**config.mk**
```make
export PLATFORM = sky130hd
export DESIGN_NAME = smul_top
export DESIGN_NICKNAME = d
export VERILOG_FILES = /design/src/rtl/smul_pkg.sv /design/src/rtl/smul_iter.sv /design/src/rtl/smul_cc_eval.sv /design/src/rtl/smul_top.sv
export SDC_FILE = /design/constraint.sdc
export NUM_CORES = 1
export LEC_CHECK = 0
export ABC_CLOCK_PERIOD_IN_PS = 10100
export BUFFER_PORTS_ARGS = -buffer_cell sky130_fd_sc_hd__buf_2
export CORE_ASPECT_RATIO = 1.5
export CORE_MARGIN = 3
export CORE_UTILIZATION = 55
export CTS_BUF_LIST = sky130_fd_sc_hd__clkbuf_8
export DETAILED_ROUTE_END_ITERATION = 10
export PLACE_DENSITY = 0.74
export SLEW_MARGIN = 20
export SYNTH_ARGS = -nofsm -noshare
export SYNTH_HDL_FRONTEND = slang
export SYNTH_SLANG_ARGS = --single-unit
```
**constraint.sdc**
```tcl
create_clock -name clk_i -period 10.1 [get_ports clk_i]
set_clock_uncertainty 0.15 [all_clocks]
set_input_delay 2.02 -clock clk_i [delete_from_list [all_inputs] [get_ports clk_i]]
set_output_delay 2.02 -clock clk_i [all_outputs]
set_load 0.005 [all_outputs]
```
**src/rtl/smul_pkg.sv**
```systemverilog
package smul_pkg;
  typedef enum logic [1:0] {
    CC_ZERO = 2'd0,
    CC_NEG  = 2'd1,
    CC_POS  = 2'd2,
    CC_OVF  = 2'd3
  } cc_e;
endpackage

```
**src/rtl/smul_iter.sv**
```systemverilog
module smul_iter #(
  parameter int XLEN = 64
) (
  input  logic              clk_i,
  input  logic              rst_ni,
  input  logic              load_i,
  input  logic              wide_i,
  input  logic [XLEN-1:0]   a_i,
  input  logic [XLEN-1:0]   b_i,
  output logic              run_o,
  output logic              fin_o,
  output logic              wide_o,
  output logic [2*XLEN-1:0] prod_o
);
  localparam int HALF  = XLEN / 2;
  localparam int PROD  = 2 * XLEN;
  localparam int CNT_W = $clog2(XLEN + 1);
  localparam logic [CNT_W-1:0] LAST_W = CNT_W'(XLEN - 1);
  localparam logic [CNT_W-1:0] LAST_N = CNT_W'(HALF - 1);

  logic [PROD-1:0]  acc_q, mcand_q, part;
  logic [XLEN-1:0]  mplier_q, a_ext, b_ext;
  logic [CNT_W-1:0] cnt_q;
  logic             run_q, fin_q, wide_q, last_step;

  always_comb begin
    a_ext = wide_i ? a_i : {{HALF{a_i[HALF-1]}}, a_i[HALF-1:0]};
    b_ext = wide_i ? b_i : {{HALF{b_i[HALF-1]}}, b_i[HALF-1:0]};
  end

  assign last_step = (cnt_q == (wide_q ? LAST_W : LAST_N));
  assign part      = mplier_q[0] ? mcand_q : '0;

  // two's complement multiplier: the sign bit weighs -2^(n-1), so the last step subtracts
  always_ff @(posedge clk_i or negedge rst_ni) begin
    if (!rst_ni) begin
      acc_q    <= '0;
      mcand_q  <= '0;
      mplier_q <= '0;
      cnt_q    <= '0;
      run_q    <= 1'b0;
      fin_q    <= 1'b0;
      wide_q   <= 1'b0;
    end else begin
      fin_q <= 1'b0;
      if (load_i) begin
        acc_q    <= '0;
        mcand_q  <= {{XLEN{a_ext[XLEN-1]}}, a_ext};
        mplier_q <= b_ext;
        cnt_q    <= '0;
        run_q    <= 1'b1;
        wide_q   <= wide_i;
      end else if (run_q) begin
        acc_q    <= last_step ? acc_q - part : acc_q + part;
        mcand_q  <= mcand_q << 1;
        mplier_q <= mplier_q >> 1;
        cnt_q    <= cnt_q + CNT_W'(1);
        if (last_step) begin
          run_q <= 1'b0;
          fin_q <= 1'b1;
        end
      end
    end
  end

  assign run_o  = run_q;
  assign fin_o  = fin_q;
  assign wide_o = wide_q;
  assign prod_o = acc_q;

  assert_cnt_bound_R7: assert property (@(posedge clk_i) disable iff (!rst_ni)
    run_q |-> (cnt_q <= LAST_W));
  assert_fin_after_run_R7: assert property (@(posedge clk_i) disable iff (!rst_ni)
    fin_q |-> !run_q);
  assert_mode_held_R8: assert property (@(posedge clk_i) disable iff (!rst_ni)
    (run_q && $past(run_q)) |-> $stable(wide_q));
endmodule

```
**src/rtl/smul_cc_eval.sv**
```systemverilog
module smul_cc_eval
  import smul_pkg::*;
#(
  parameter int XLEN = 64
) (
  input  logic              wide_i,
  input  logic [2*XLEN-1:0] prod_i,
  output cc_e               cc_o,
  output logic [XLEN-1:0]   res_o
);
  localparam int HALF = XLEN / 2;
  localparam int PROD = 2 * XLEN;

  logic zero, ovf, neg;
  logic [XLEN-HALF:0] top_n;
  logic [PROD-XLEN:0] top_w;

  assign top_n = prod_i[XLEN-1:HALF-1];
  assign top_w = prod_i[PROD-1:XLEN-1];

  always_comb begin
    if (wide_i) begin
      zero = ~|prod_i;
      ovf  = !((&top_w) || (~|top_w));
      neg  = prod_i[PROD-1];
      res_o = prod_i[XLEN-1:0];
    end else begin
      zero = ~|prod_i[XLEN-1:0];
      ovf  = !((&top_n) || (~|top_n));
      neg  = prod_i[XLEN-1];
      res_o = {{(XLEN-HALF){1'b0}}, prod_i[HALF-1:0]};
    end
    if (zero)     cc_o = CC_ZERO;
    else if (ovf) cc_o = CC_OVF;
    else if (neg) cc_o = CC_NEG;
    else          cc_o = CC_POS;
  end
endmodule

```
**src/rtl/smul_top.sv**
```systemverilog
module smul_top
  import smul_pkg::*;
#(
  parameter int XLEN = 64
) (
  input  logic            clk_i,
  input  logic            rst_ni,
  input  logic            start_i,
  input  logic            wide_i,
  input  logic [XLEN-1:0] op_a_i,
  input  logic [XLEN-1:0] op_b_i,
  output logic            busy_o,
  output logic            done_o,
  output logic [XLEN-1:0] result_o,
  output logic [1:0]      cc_o
);
  localparam int HALF = XLEN / 2;
  localparam int PROD = 2 * XLEN;

  logic            load, run, fin, wide_q;
  logic [PROD-1:0] prod;
  cc_e             cc_next;
  logic [XLEN-1:0] res_next;
  logic [XLEN-1:0] result_q;
  logic [1:0]      cc_q;
  logic            done_q;

  assign busy_o = run | fin;
  assign load   = start_i & ~busy_o;

  smul_iter #(.XLEN(XLEN)) i_iter (
    .clk_i  (clk_i),
    .rst_ni (rst_ni),
    .load_i (load),
    .wide_i (wide_i),
    .a_i    (op_a_i),
    .b_i    (op_b_i),
    .run_o  (run),
    .fin_o  (fin),
    .wide_o (wide_q),
    .prod_o (prod)
  );

  smul_cc_eval #(.XLEN(XLEN)) i_cc (
    .wide_i (wide_q),
    .prod_i (prod),
    .cc_o   (cc_next),
    .res_o  (res_next)
  );

  always_ff @(posedge clk_i or negedge rst_ni) begin
    if (!rst_ni) begin
      result_q <= '0;
      cc_q     <= '0;
      done_q   <= 1'b0;
    end else begin
      done_q <= fin;
      if (fin) begin
        result_q <= res_next;
        cc_q     <= cc_next;
      end
    end
  end

  assign done_o   = done_q;
  assign result_o = result_q;
  assign cc_o     = cc_q;

  assert_done_pulse_R7: assert property (@(posedge clk_i) disable iff (!rst_ni)
    done_o |=> !done_o);
  assert_done_idle_R10: assert property (@(posedge clk_i) disable iff (!rst_ni)
    done_o |-> !busy_o);
  assert_zero_result_R3: assert property (@(posedge clk_i) disable iff (!rst_ni)
    (done_o && cc_o == CC_ZERO) |-> (result_o == '0));
  assert_narrow_upper_R1: assert property (@(posedge clk_i) disable iff (!rst_ni)
    (done_o && !wide_q) |-> (result_o[XLEN-1:HALF] == '0));
  assert_sign_match_R6: assert property (@(posedge clk_i) disable iff (!rst_ni)
    (done_o && (cc_o == CC_NEG || cc_o == CC_POS)) |->
      ((cc_o == CC_NEG) == (wide_q ? result_o[XLEN-1] : result_o[HALF-1])));
  assert_start_ignored_R8: assert property (@(posedge clk_i) disable iff (!rst_ni)
    (run && start_i) |=> (busy_o && !done_o));
endmodule

```
== Word level (Yosys, flattened, before mapping) ==
Index checks and enable logic that the tools add are counted.
Word-level totals
  bits in registers: 397
  input bits: 132
  output and inout port bits: 68
  logic and storage cells: 58
Cells by class
  add/subtract/negate cells: 3
  equal/unequal tests: 1
  muxes and demuxes: 26
  bitwise operators: 3
  reductions and logical operators: 15
Operator list (number)
  $mux W128: 6
  $mux W64: 5
  $add A128 B128 Y128: 1
  $reduce_or A128 Y1: 1
  $sub A128 B128 Y128: 1
  $reduce_and A65 Y1: 1
  $reduce_or A65 Y1: 1
  $reduce_or A64 Y1: 1
  $reduce_and A33 Y1: 1
  $reduce_or A33 Y1: 1
  $mux W7: 2
  $mux W1: 9
  $add A7 B1 Y7 const B: 1
  $eq A7 B7 Y1: 1
  $logic_not A1 Y1: 6
  $mux W2: 3
  $mux W6: 1
  $logic_or A1 B1 Y1: 2
  $reduce_bool A2 Y1: 1
  $and A1 B1 Y1: 1
  $not A1 Y1: 1
  $or A1 B1 Y1: 1

== Logic depth before layout (Yosys ltp) ==
Gate-level depths: netlist (run 1).
  word-level depth: 7
  mapped depth: 34
  depth with buffers taken out: 26

== Cells and area by module ==
Synthesis (run 1) repeated with hierarchy kept, for this count alone.
Unflattened totals
  cell total of the unflattened synthesis: 3597
  area total of the unflattened synthesis: 29985.0 um2
By module, submodules not included
  smul_iter: times used 1, cells an instance 3300, area an instance 26387.8 um2, seq. area each 8257.9 um2
  smul_top: times used 1, cells an instance 143, area an instance 2566.2 um2, seq. area each 1676.6 um2
  smul_cc_eval: times used 1, cells an instance 154, area an instance 1031.0 um2, seq. area each 0.0 um2

== Worst setup path after synthesis (run 1) ==
No wires, ideal clock.
  kind: register to register
  start point: reg i_iter.mplier_q[0]
  end point: reg i_iter.acc_q[125], in the netlist i_iter.prod_o[125]
  library setup time: 0.137 ns
  data arrival time: 6.129 ns
  required time: 9.813 ns
  setup slack: 3.683 ns
  cell stages (with the launch flop): 32
  buffers on the path: 9
  period minus slack after synthesis: 6.417 ns
  cells stage by stage: dfrtp_1 -> clkbuf_8 -> clkbuf_8 -> clkbuf_8 -> clkbuf_1 -> clkbuf_1 -> clkbuf_1 -> buf_6 -> nand2_1 -> ha_1 -> nand3_1 -> a21oi_1 -> and3_1 -> buf_6 -> nand2_4 -> nor3_4 -> o21ai_0 -> clkbuf_1 -> o211ai_1 -> ha_1 -> and4_1 -> nand3_1 -> a2111oi_4 -> nor4_1 -> o21a_1 -> a2111oi_4 -> o21bai_1 -> o31a_1 -> o21bai_2 -> a311oi_1 -> nand4b_1 -> o211ai_1
On the way
  cells in the longest elaborated chain, start to end: 5
  elaborated cells between the ends (all ways): 6
  those cells by class: add/sub (2); mux (4)
Ends and longest elaborated chain
  from (decl): RTL line smul_iter.sv:22  | logic [XLEN-1:0] mplier_q, a_ext, b_ext;
  from (signal assigned): RTL line smul_iter.sv:49  | mplier_q <= b_ext;
  from (signal assigned): RTL line smul_iter.sv:56  | mplier_q <= mplier_q >> 1;
  $mux W128 (*): RTL line smul_iter.sv:32  | assign part = mplier_q[0] ? mcand_q : '0;
  $add A128 B128 Y128 or $sub A128 B128 Y128 (tied branches): RTL line smul_iter.sv:54  | acc_q <= last_step ? acc_q - part : acc_q + part;
  $mux W128 (*): RTL line smul_iter.sv:54
  $mux W128 (*): RTL line smul_iter.sv:53  | end else if (run_q) begin
  $mux W128 (*): RTL line smul_iter.sv:46  | if (load_i) begin
  to (signal assigned): RTL line smul_iter.sv:54
  to (decl): RTL line smul_iter.sv:21  | logic [PROD-1:0] acc_q, mcand_q, part;
Every way passes the cells marked *; elsewhere a longest branch is shown, timed or not. The select of a mux whose other input is x is not followed.
A chain may end at the register's enable or synchronous reset.

== Final worst setup path (run 1) ==
Ends and elaborated chain as after synthesis.

==> impl_metrics.tcl, run 1 <==
set metrics [dict create \
    outcome "completed" \
    routabilityCongestion 1.05 \
    detail_route.iter0.violations 2370 \
    first_pass_iters 6 \
    grt_setup_unrepaired "no" \
    crit_arrival_ns 7.90 \
    cts.clk_slew.worst_paths_ns 0.06 \
    std_cell_rows 101 \
    worst_case_hold_slack_ns 0.326 \
    num_vias 28600 \
    worstHoldPathCells 2 \
    final_setup_violating_endpoints 0 \
    r2r-end "i_iter.prod_o[125]$_DFFE_PN0P_" \
    hold-path-endpoint "i_iter.mplier_q[9]$_DFFE_PN0P_" \
    floorplan.core_area_um2 51200 \
    yosys.cell_count.top_type "sky130_fd_sc_hd__nand2_1" \
    category_of_the_most_critical_setup_path "flip-flop to flip-flop" \
    cts_sinks 397 \
    wl_per_cell_um 22.7 \
    synth_simple_gate_area_share_pct 24.2 \
    required_ns 10.55 \
    grt_pass1_wl_um 157000 \
    design.die.area_um2 55000 \
    post_cts_resize_count 0 \
    number_of_buffers_created_by_cts 67 \
    globalRouteOverflowTotal 0 \
    avg_cell_area_syn_um2 7.77 \
    power_per_cell_area_nw_per_um2 331 \
    vias_per_cell 6.40 \
    reg2reg_setup_slack_ns 2.65 \
    max-vdd-ir-drop_uv 171 \
    final_net_count 4007 \
    post-place-cells 4345 \
    crit_path_start_kind "flip-flop" \
    ff2ff_path_depth 26 \
    drcViolationCount 0 \
    syn_to_final_growth_pct 8.45 \
    htreeDepth 3 \
    largest_family_of_logic_cells_by_synthesized_area "simple AND/OR/NAND/NOR gates" \
    final_design_area_no_fill_um2 31100 \
    static-leakage-power_nw 13.4 \
    critical_path.max_fanout 62 \
    worst_hold_startpoint "i_iter.mplier_q[9]$_DFFE_PN0P_" \
    tritoncts "yes" \
    grt_use_total_pct 36.4 \
    synth.yosys.warnings 0 \
    port_buffers 199 \
    ant_nets 0 \
    initial_core_util_pct 56.1 \
    syn-num-nets 3956 \
    fraction_of_layout_instances_using_a_drive_strength_above_1_pct 11.3 \
    fmax_ghz 0.134 \
    finalHoldViolCount 0 \
    num_io_pins 200 \
    post_synth_top_cells "sky130_fd_sc_hd__nand2_1 (711), sky130_fd_sc_hd__dfrtp_1 (397), sky130_fd_sc_hd__o21ai_0 (302)" \
    critical_path.reg2reg.startpoint "i_iter.mplier_q[0]$_DFFE_PN0P_" \
    netlist_instances 3694 \
    post_dp_area_um2 29800 \
    slew_headroom_pct 30.3 \
    ys_dominant_reg_cell "sky130_fd_sc_hd__dfrtp_1" \
    endpoint_kind "flip-flop" \
    number_of_distinct_library_cells_after_synthesis 95 \
    complex_gate_fraction_of_the_synthesized_area_pct 22.6 \
    total_routed_length_um 102000 \
    layout_setup_ws_ns 2.65 \
    buffers_inserted_by_post_cts_timing_repair 0 \
    period_share_pct 73.8 \
    ys_seq_elements 397 \
    post_layout_nonfiller_instances 4470 \
    muxShareOfSynthArea_pct 1.44 \
    number_of_enable_type_register_cells_in_the_synthesized_netlist 0 \
    first_global_vias 28000 \
    placement.setup.worst_slack_ns 2.84 \
    timing.final.max_slew_violations 0 \
    die_height_um 286 \
    finish.utilization_pct 60.8 \
    cts-hold-fix-buffers 0 \
    worstHoldPathType "flip-flop to flip-flop" \
    yosys-top-cells-area "sky130_fd_sc_hd__dfrtp_1 (35%), sky130_fd_sc_hd__nand2_1 (9.3%), sky130_fd_sc_hd__ha_1 (5.6%)" \
    synth-xor-area-share_pct 6.62 \
    place.detailed.hpwl_um 75900 \
    maximum_number_of_pins_on_one_net_before_global_route_repair 97 \
    synth_top_cell_by_area "sky130_fd_sc_hd__dfrtp_1" \
    clk_root_buffer_cell "sky130_fd_sc_hd__clkbuf_8" \
    max-cap-violations 0 \
    die_x_um 193 \
    antenna_found_initial 9 \
    synth_sequential_area_ratio_pct 34.6 \
    nFillCells 4868 \
    cts-root-to-sink-buffers 3 \
    power.total_mw 10.3 \
    synthAdderAreaFrac_pct 5.69 \
    synth_top_area_share_pct 34.6 \
    clock_latency_ns 0.70 \
    syn-cell-area_um2 28700 \
    post_synth_arst_share_pct 100 \
    fin_tns_setup_ns 0 \
    timing_worst_slew_pin_value_ns 1.05 \
    final_period_minus_worst_setup_slack_ns 7.45 \
]
-- worst max path at each step --
stage | start | endpoint | slack [ns] | cells past startpoint
final | i_iter.mplier_q[0]$_DFFE_PN0P_ | i_iter.prod_o[125]$_DFFE_PN0P_ | 2.65 | 26
after global routing | i_iter.mplier_q[0]$_DFFE_PN0P_ | i_iter.prod_o[125]$_DFFE_PN0P_ | 2.21 | 26
after CTS | i_iter.mcand_q[40]$_DFFE_PN0P_ | i_iter.prod_o[125]$_DFFE_PN0P_ | 2.79 | 25
after detailed placement | i_iter.mcand_q[40]$_DFFE_PN0P_ | i_iter.prod_o[125]$_DFFE_PN0P_ | 2.84 | 25
after global placement | i_iter.mcand_q[40]$_DFFE_PN0P_ | i_iter.prod_o[125]$_DFFE_PN0P_ | 2.87 | 25
after floorplan | i_iter.mplier_q[0]$_DFFE_PN0P_ | i_iter.prod_o[125]$_DFFE_PN0P_ | 3.68 | 31
-- area by class of cell --
class | count | area, um^2 | area share [%]
clock inverter | 41 | 307 | 0.984
inverter | 87 | 328 | 1.05
sequential | 397 | 9950 | 31.9
tap | 669 | 837 | 2.69
clock buffer | 75 | 1030 | 3.31
multi-input combinational | 2963 | 17400 | 56.0
antenna | 9 | 22.5 | 0.0723
timing repair buffer | 229 | 1230 | 3.95
-- cell usage in the layout (no fill, tap or decap), types with 102 or more instances in the layout --
cell	n
sky130_fd_sc_hd__nand3_1	148
sky130_fd_sc_hd__buf_2	198
sky130_fd_sc_hd__nor2_1	292
sky130_fd_sc_hd__inv_1	102
sky130_fd_sc_hd__nand2_1	708
sky130_fd_sc_hd__a21oi_1	296
sky130_fd_sc_hd__ha_1	129
sky130_fd_sc_hd__xor2_1	120
sky130_fd_sc_hd__dfrtp_1	394
sky130_fd_sc_hd__o21ai_0	301
-- registers in the layout (all words and copies together), names as in the netlist --
signal / count
i_iter.wide_o: 1
cc_o: 2
i_iter.prod_o: 128
result_o: 64
i_iter.fin_o: 1
i_iter.run_o: 1
i_iter.mplier_q: 64
i_iter.cnt_q: 7
done_o: 1
i_iter.mcand_q: 128
-- per-layer routing --
layer | global-route usage, % | part of all wire (%)
met5 | 0 | 0
met4 | 28.9 | 9.2
met3 | 5.33 | 5.6
met2 | 61.4 | 49
met1 | 40.6 | 36
-- logic make-up (layout without fill, tap and decap cells) --
logic type      after synthesis  count (layout)
other cells                   0               9
fa+ha+maj                   130             130
buf+inv                     334             432
compound gates             1055            1055
mux                          37              37
xor+xnor                    217             217
simple gates               1524            1524
flops                       397             397
-- worst max-delay path, stage by stage (launching register included) --
cell                       delay [ns]
sky130_fd_sc_hd__dfrtp_4         0.73
sky130_fd_sc_hd__nand2_1         0.21
sky130_fd_sc_hd__ha_1            0.32
sky130_fd_sc_hd__nand3_1         0.37
sky130_fd_sc_hd__a21oi_1         0.23
sky130_fd_sc_hd__and3_1          0.49
sky130_fd_sc_hd__nand2_4         0.17
sky130_fd_sc_hd__nor3_4          0.49
sky130_fd_sc_hd__nand4_2         0.17
sky130_fd_sc_hd__or2_4           0.32
sky130_fd_sc_hd__nand2_1         0.06
sky130_fd_sc_hd__a21oi_1         0.06
sky130_fd_sc_hd__a31o_2          0.22
sky130_fd_sc_hd__a32oi_1         0.18
sky130_fd_sc_hd__ha_1            0.35
sky130_fd_sc_hd__a21oi_1         0.19
sky130_fd_sc_hd__o21ai_0         0.14
sky130_fd_sc_hd__a21oi_1         0.20
sky130_fd_sc_hd__o21ai_0         0.11
sky130_fd_sc_hd__nor2b_1         0.19
sky130_fd_sc_hd__or4_1           0.48
sky130_fd_sc_hd__o21bai_1        0.45
sky130_fd_sc_hd__o31a_1          0.34
sky130_fd_sc_hd__o21bai_2        0.14
sky130_fd_sc_hd__a311oi_1        0.36
sky130_fd_sc_hd__nand4b_1        0.14
sky130_fd_sc_hd__o211ai_1        0.11
-- power by group --
part,switching (mW),internal [mW]
sequential,0.811,2.11
clock,0.740,0.749
combinational,3.71,2.18
Power figures use the tool's default switching activity.
==> inputs of run 2 (changes only) <==
- ABC_CLOCK_PERIOD_IN_PS: 10100 -> 7650
- clock period: 10.1 -> 7.65 ns (I/O delays scaled with it)
==> run 2 against run 1 <==
- non-clock buffer count grew 17
- critical endpoint is now i_iter.prod_o[124]$_DFFE_PN0P_
- power grew 33%
- worst setup slack lost 2.1 ns
- sequential power grew 32%
- via count grew 0.20%
- highest routed layer is now met5
- die area is the same
==> impl_metrics.tcl, run 2 (synthesized netlist as in run 1, its figures left out) <==
set metrics [dict create \
    outcome "completed" \
    die_height_um 286 \
    first_global_vias 27800 \
    globalRouteOverflowTotal 0 \
    crit_arrival_ns 7.54 \
    num_io_pins 200 \
    worst_path_most_repeated_cell "sky130_fd_sc_hd__o21ai_0" \
    cts_sinks 397 \
    first_pass_iters 6 \
    worst_case_hold_slack_ns 0.326 \
    clock_latency_ns 0.71 \
    drcViolationCount 0 \
    worstHoldPathCells 2 \
    initial_core_util_pct 56.1 \
    number_of_buffers_created_by_cts 61 \
    timing.critical_path.max_delay_family "compound AO/OA/AOI/OAI gates" \
    detail_route.iter0.violations 2534 \
    cts-hold-fix-buffers 0 \
    maximum_number_of_pins_on_one_net_before_global_route_repair 180 \
    required_ns 8.05 \
    most_common_cell_after_layout_fill_and_taps_aside "sky130_fd_sc_hd__nand2_1" \
    cp_cell_sequence "nor4_4 > nand4_1 > o21ai_0 > and3_1 > nand2_4 > nor3_4 > o21ai_2 > buf_4 > o311ai_0 > ha_1 > nand2_1 > o21ai_0 > a22oi_1 > a21boi_0 > o31ai_1 > a31oi_1 > buf_4 > nor3_1 > o31ai_2 > a41oi_1 > o221ai_1 > xnor2_1 > o21ai_0" \
    post_cts_resize_count 0 \
    wl_per_cell_um 23.0 \
    power_switching_share_pct 50.8 \
    cts.clk_slew.worst_paths_ns 0.07 \
    routabilityCongestion 1.07 \
    ant_nets 0 \
    fraction_of_layout_instances_using_a_drive_strength_above_1_pct 11.6 \
    timing_worst_slew_pin_value_ns 1.04 \
    fmax_ghz 0.140 \
    power.total_mw 13.8 \
    clk_root_buffer_cell "sky130_fd_sc_hd__clkbuf_8" \
    finish.utilization_pct 61.2 \
    die_x_um 193 \
    vias_per_cell 6.40 \
    pwr-share-clk_pct 14.3 \
    worst_path_max_delay_cell "sky130_fd_sc_hd__and3_1" \
    total_routed_length_um 103000 \
    category_of_the_most_critical_setup_path "flip-flop to flip-flop" \
    num_vias 28700 \
    buffers_inserted_by_post_cts_timing_repair 0 \
    worst_hold_startpoint "i_iter.mplier_q[8]$_DFFE_PN0P_" \
    period_share_pct 93.3 \
    grt_pass1_wl_um 158000 \
    htreeDepth 2 \
    crit_path_start_kind "flip-flop" \
    final_setup_violating_endpoints 0 \
    slew_headroom_pct 30.3 \
    port_buffers 199 \
    power_per_cell_area_nw_per_um2 439 \
    seq_power_share_pct 27.9 \
    grt_use_total_pct 36.8 \
    syn_to_final_growth_pct 9.09 \
    final_period_minus_worst_setup_slack_ns 7.14 \
    worstHoldPathType "flip-flop to flip-flop" \
    tritoncts "yes" \
    max-vdd-ir-drop_uv 227 \
    p_sw_mw 6.99 \
    final_net_count 4018 \
    reg2reg_setup_slack_ns 0.51 \
    nFillCells 4852 \
    fin_tns_setup_ns 0 \
    internal_mw 6.77 \
    design.die.area_um2 55000 \
    placement.setup.worst_slack_ns 0.635 \
    static-leakage-power_nw 13.5 \
    layout_setup_ws_ns 0.515 \
    power_frac_comb_pct 57.8 \
    std_cell_rows 101 \
    critPathBufInv 2 \
    r2r-end "i_iter.prod_o[124]$_DFFE_PN0P_" \
    place.detailed.hpwl_um 76600 \
    max-cap-violations 0 \
    layout.cells.most_common_list "sky130_fd_sc_hd__nand2_1 (708), sky130_fd_sc_hd__dfrtp_1 (394), sky130_fd_sc_hd__o21ai_0 (301), sky130_fd_sc_hd__a21oi_1 (296), sky130_fd_sc_hd__nor2_1 (292)" \
    crit_path_max_incr_delay_ns 0.52 \
    grt_setup_unrepaired "no" \
    antenna_found_initial 7 \
    critical_path.max_fanout 12 \
    critical_path.reg2reg.startpoint "i_iter.mcand_q[6]$_DFFE_PN0P_" \
    floorplan.core_area_um2 51200 \
    endpoint_kind "flip-flop" \
    timing.final.max_slew_violations 0 \
    hold-path-endpoint "i_iter.mplier_q[8]$_DFFE_PN0P_" \
    ff2ff_path_depth 23 \
    finalHoldViolCount 0 \
    cts-root-to-sink-buffers 3 \
]
run 2: cell count changes in the layout (fill, tap and decap cells not counted), moves of 2 or more:
cell	before	now
sky130_fd_sc_hd__clkinv_4	2	0
sky130_fd_sc_hd__clkinv_8	4	0
sky130_fd_sc_hd__bufinv_16	2	4
sky130_fd_sc_hd__buf_12	0	3
sky130_fd_sc_hd__inv_8	1	3
sky130_fd_sc_hd__buf_4	30	43
sky130_fd_sc_hd__clkbuf_8	75	77
sky130_fd_sc_hd__clkinvlp_4	2	5
sky130_fd_sc_hd__diode_2	9	6
sky130_fd_sc_hd__clkinv_2	13	7
sky130_fd_sc_hd__inv_6	2	0
run 2: layer usage:
| layer | GRT usage (%) | vias up | routed length (um) |
|---|---|---|---|
| met5 | 0 | - | 12 |
| met4 | 28.2 | 2 | 9480 |
| met3 | 4.74 | 402 | 6140 |
| met2 | 61.9 | 1265 | 50000 |
| met1 | 42.0 | 13700 | 37200 |
| li1 | - | 13300 | - |
run 2: final cells by class:
| type | count | area [um^2] | area share, % |
|---|---|---|---|
| Clock buffer | 77 | 1060 | 3.38 |
| Multi-Input combinational cell | 2963 | 17400 | 55.7 |
| Tap cell | 669 | 837 | 2.67 |
| Timing Repair Buffer | 246 | 1420 | 4.52 |
| Clock inverter | 35 | 285 | 0.911 |
| Antenna cell | 6 | 15.0 | 0.0479 |
| Sequential cell | 397 | 9950 | 31.7 |
| Inverter | 87 | 328 | 1.05 |
run 2: per-stage QoR:
| stage | std cells | area, um^2 |
|---|---|---|
| after detailed placement | 4361 | 29900 |
| after floorplan | 3694 | 28700 |
| final | 4480 | 31300 |
| after global routing | 4479 | 31300 |
| after global placement | 4361 | 29900 |
| after CTS | 4473 | 31300 |
run 2: how the worst max path moves through the flow:
stage,end,slack (ns),startpoint,cells past startpoint
finish,i_iter.prod_o[124]$_DFFE_PN0P_,0.51,i_iter.mcand_q[6]$_DFFE_PN0P_,23
floorplan,i_iter.prod_o[125]$_DFFE_PN0P_,1.23,i_iter.mplier_q[0]$_DFFE_PN0P_,31
global route,i_iter.prod_o[124]$_DFFE_PN0P_,0.18,i_iter.mcand_q[5]$_DFFE_PN0P_,23
global placement,i_iter.prod_o[122]$_DFFE_PN0P_,0.79,i_iter.mcand_q[6]$_DFFE_PN0P_,22
CTS,i_iter.prod_o[124]$_DFFE_PN0P_,0.62,i_iter.mcand_q[5]$_DFFE_PN0P_,23
detailed placement,i_iter.prod_o[124]$_DFFE_PN0P_,0.63,i_iter.mcand_q[6]$_DFFE_PN0P_,23
run 2: worst register-to-register path, cell delays in order (launching register included):
cell and delay [ns]:
sky130_fd_sc_hd__dfrtp_1 0.45, sky130_fd_sc_hd__nor4_4 0.46, sky130_fd_sc_hd__nand4_1 0.29, sky130_fd_sc_hd__o21ai_0 0.50
sky130_fd_sc_hd__and3_1 0.52, sky130_fd_sc_hd__nand2_4 0.17, sky130_fd_sc_hd__nor3_4 0.44, sky130_fd_sc_hd__o21ai_2 0.37
sky130_fd_sc_hd__buf_4 0.33, sky130_fd_sc_hd__o311ai_0 0.11, sky130_fd_sc_hd__ha_1 0.39, sky130_fd_sc_hd__nand2_1 0.10
sky130_fd_sc_hd__o21ai_0 0.15, sky130_fd_sc_hd__a22oi_1 0.22, sky130_fd_sc_hd__a21boi_0 0.16, sky130_fd_sc_hd__o31ai_1 0.46
sky130_fd_sc_hd__a31oi_1 0.15, sky130_fd_sc_hd__buf_4 0.17, sky130_fd_sc_hd__nor3_1 0.34, sky130_fd_sc_hd__o31ai_2 0.14
sky130_fd_sc_hd__a41oi_1 0.45, sky130_fd_sc_hd__o221ai_1 0.22, sky130_fd_sc_hd__xnor2_1 0.17, sky130_fd_sc_hd__o21ai_0 0.09
run 2: power by group through the flow:
stage          Combinational, mW  Clock (mW)  Sequential [mW]
2_1_floorplan               5.81           0             3.36
3_3_place_gp                7.74           0             3.82
5_1_grt                     8.69        2.09             3.91
6_report                    7.95        1.97             3.84
3_5_place_dp                7.76           0             3.83
4_1_cts                     7.79        2.00             3.80
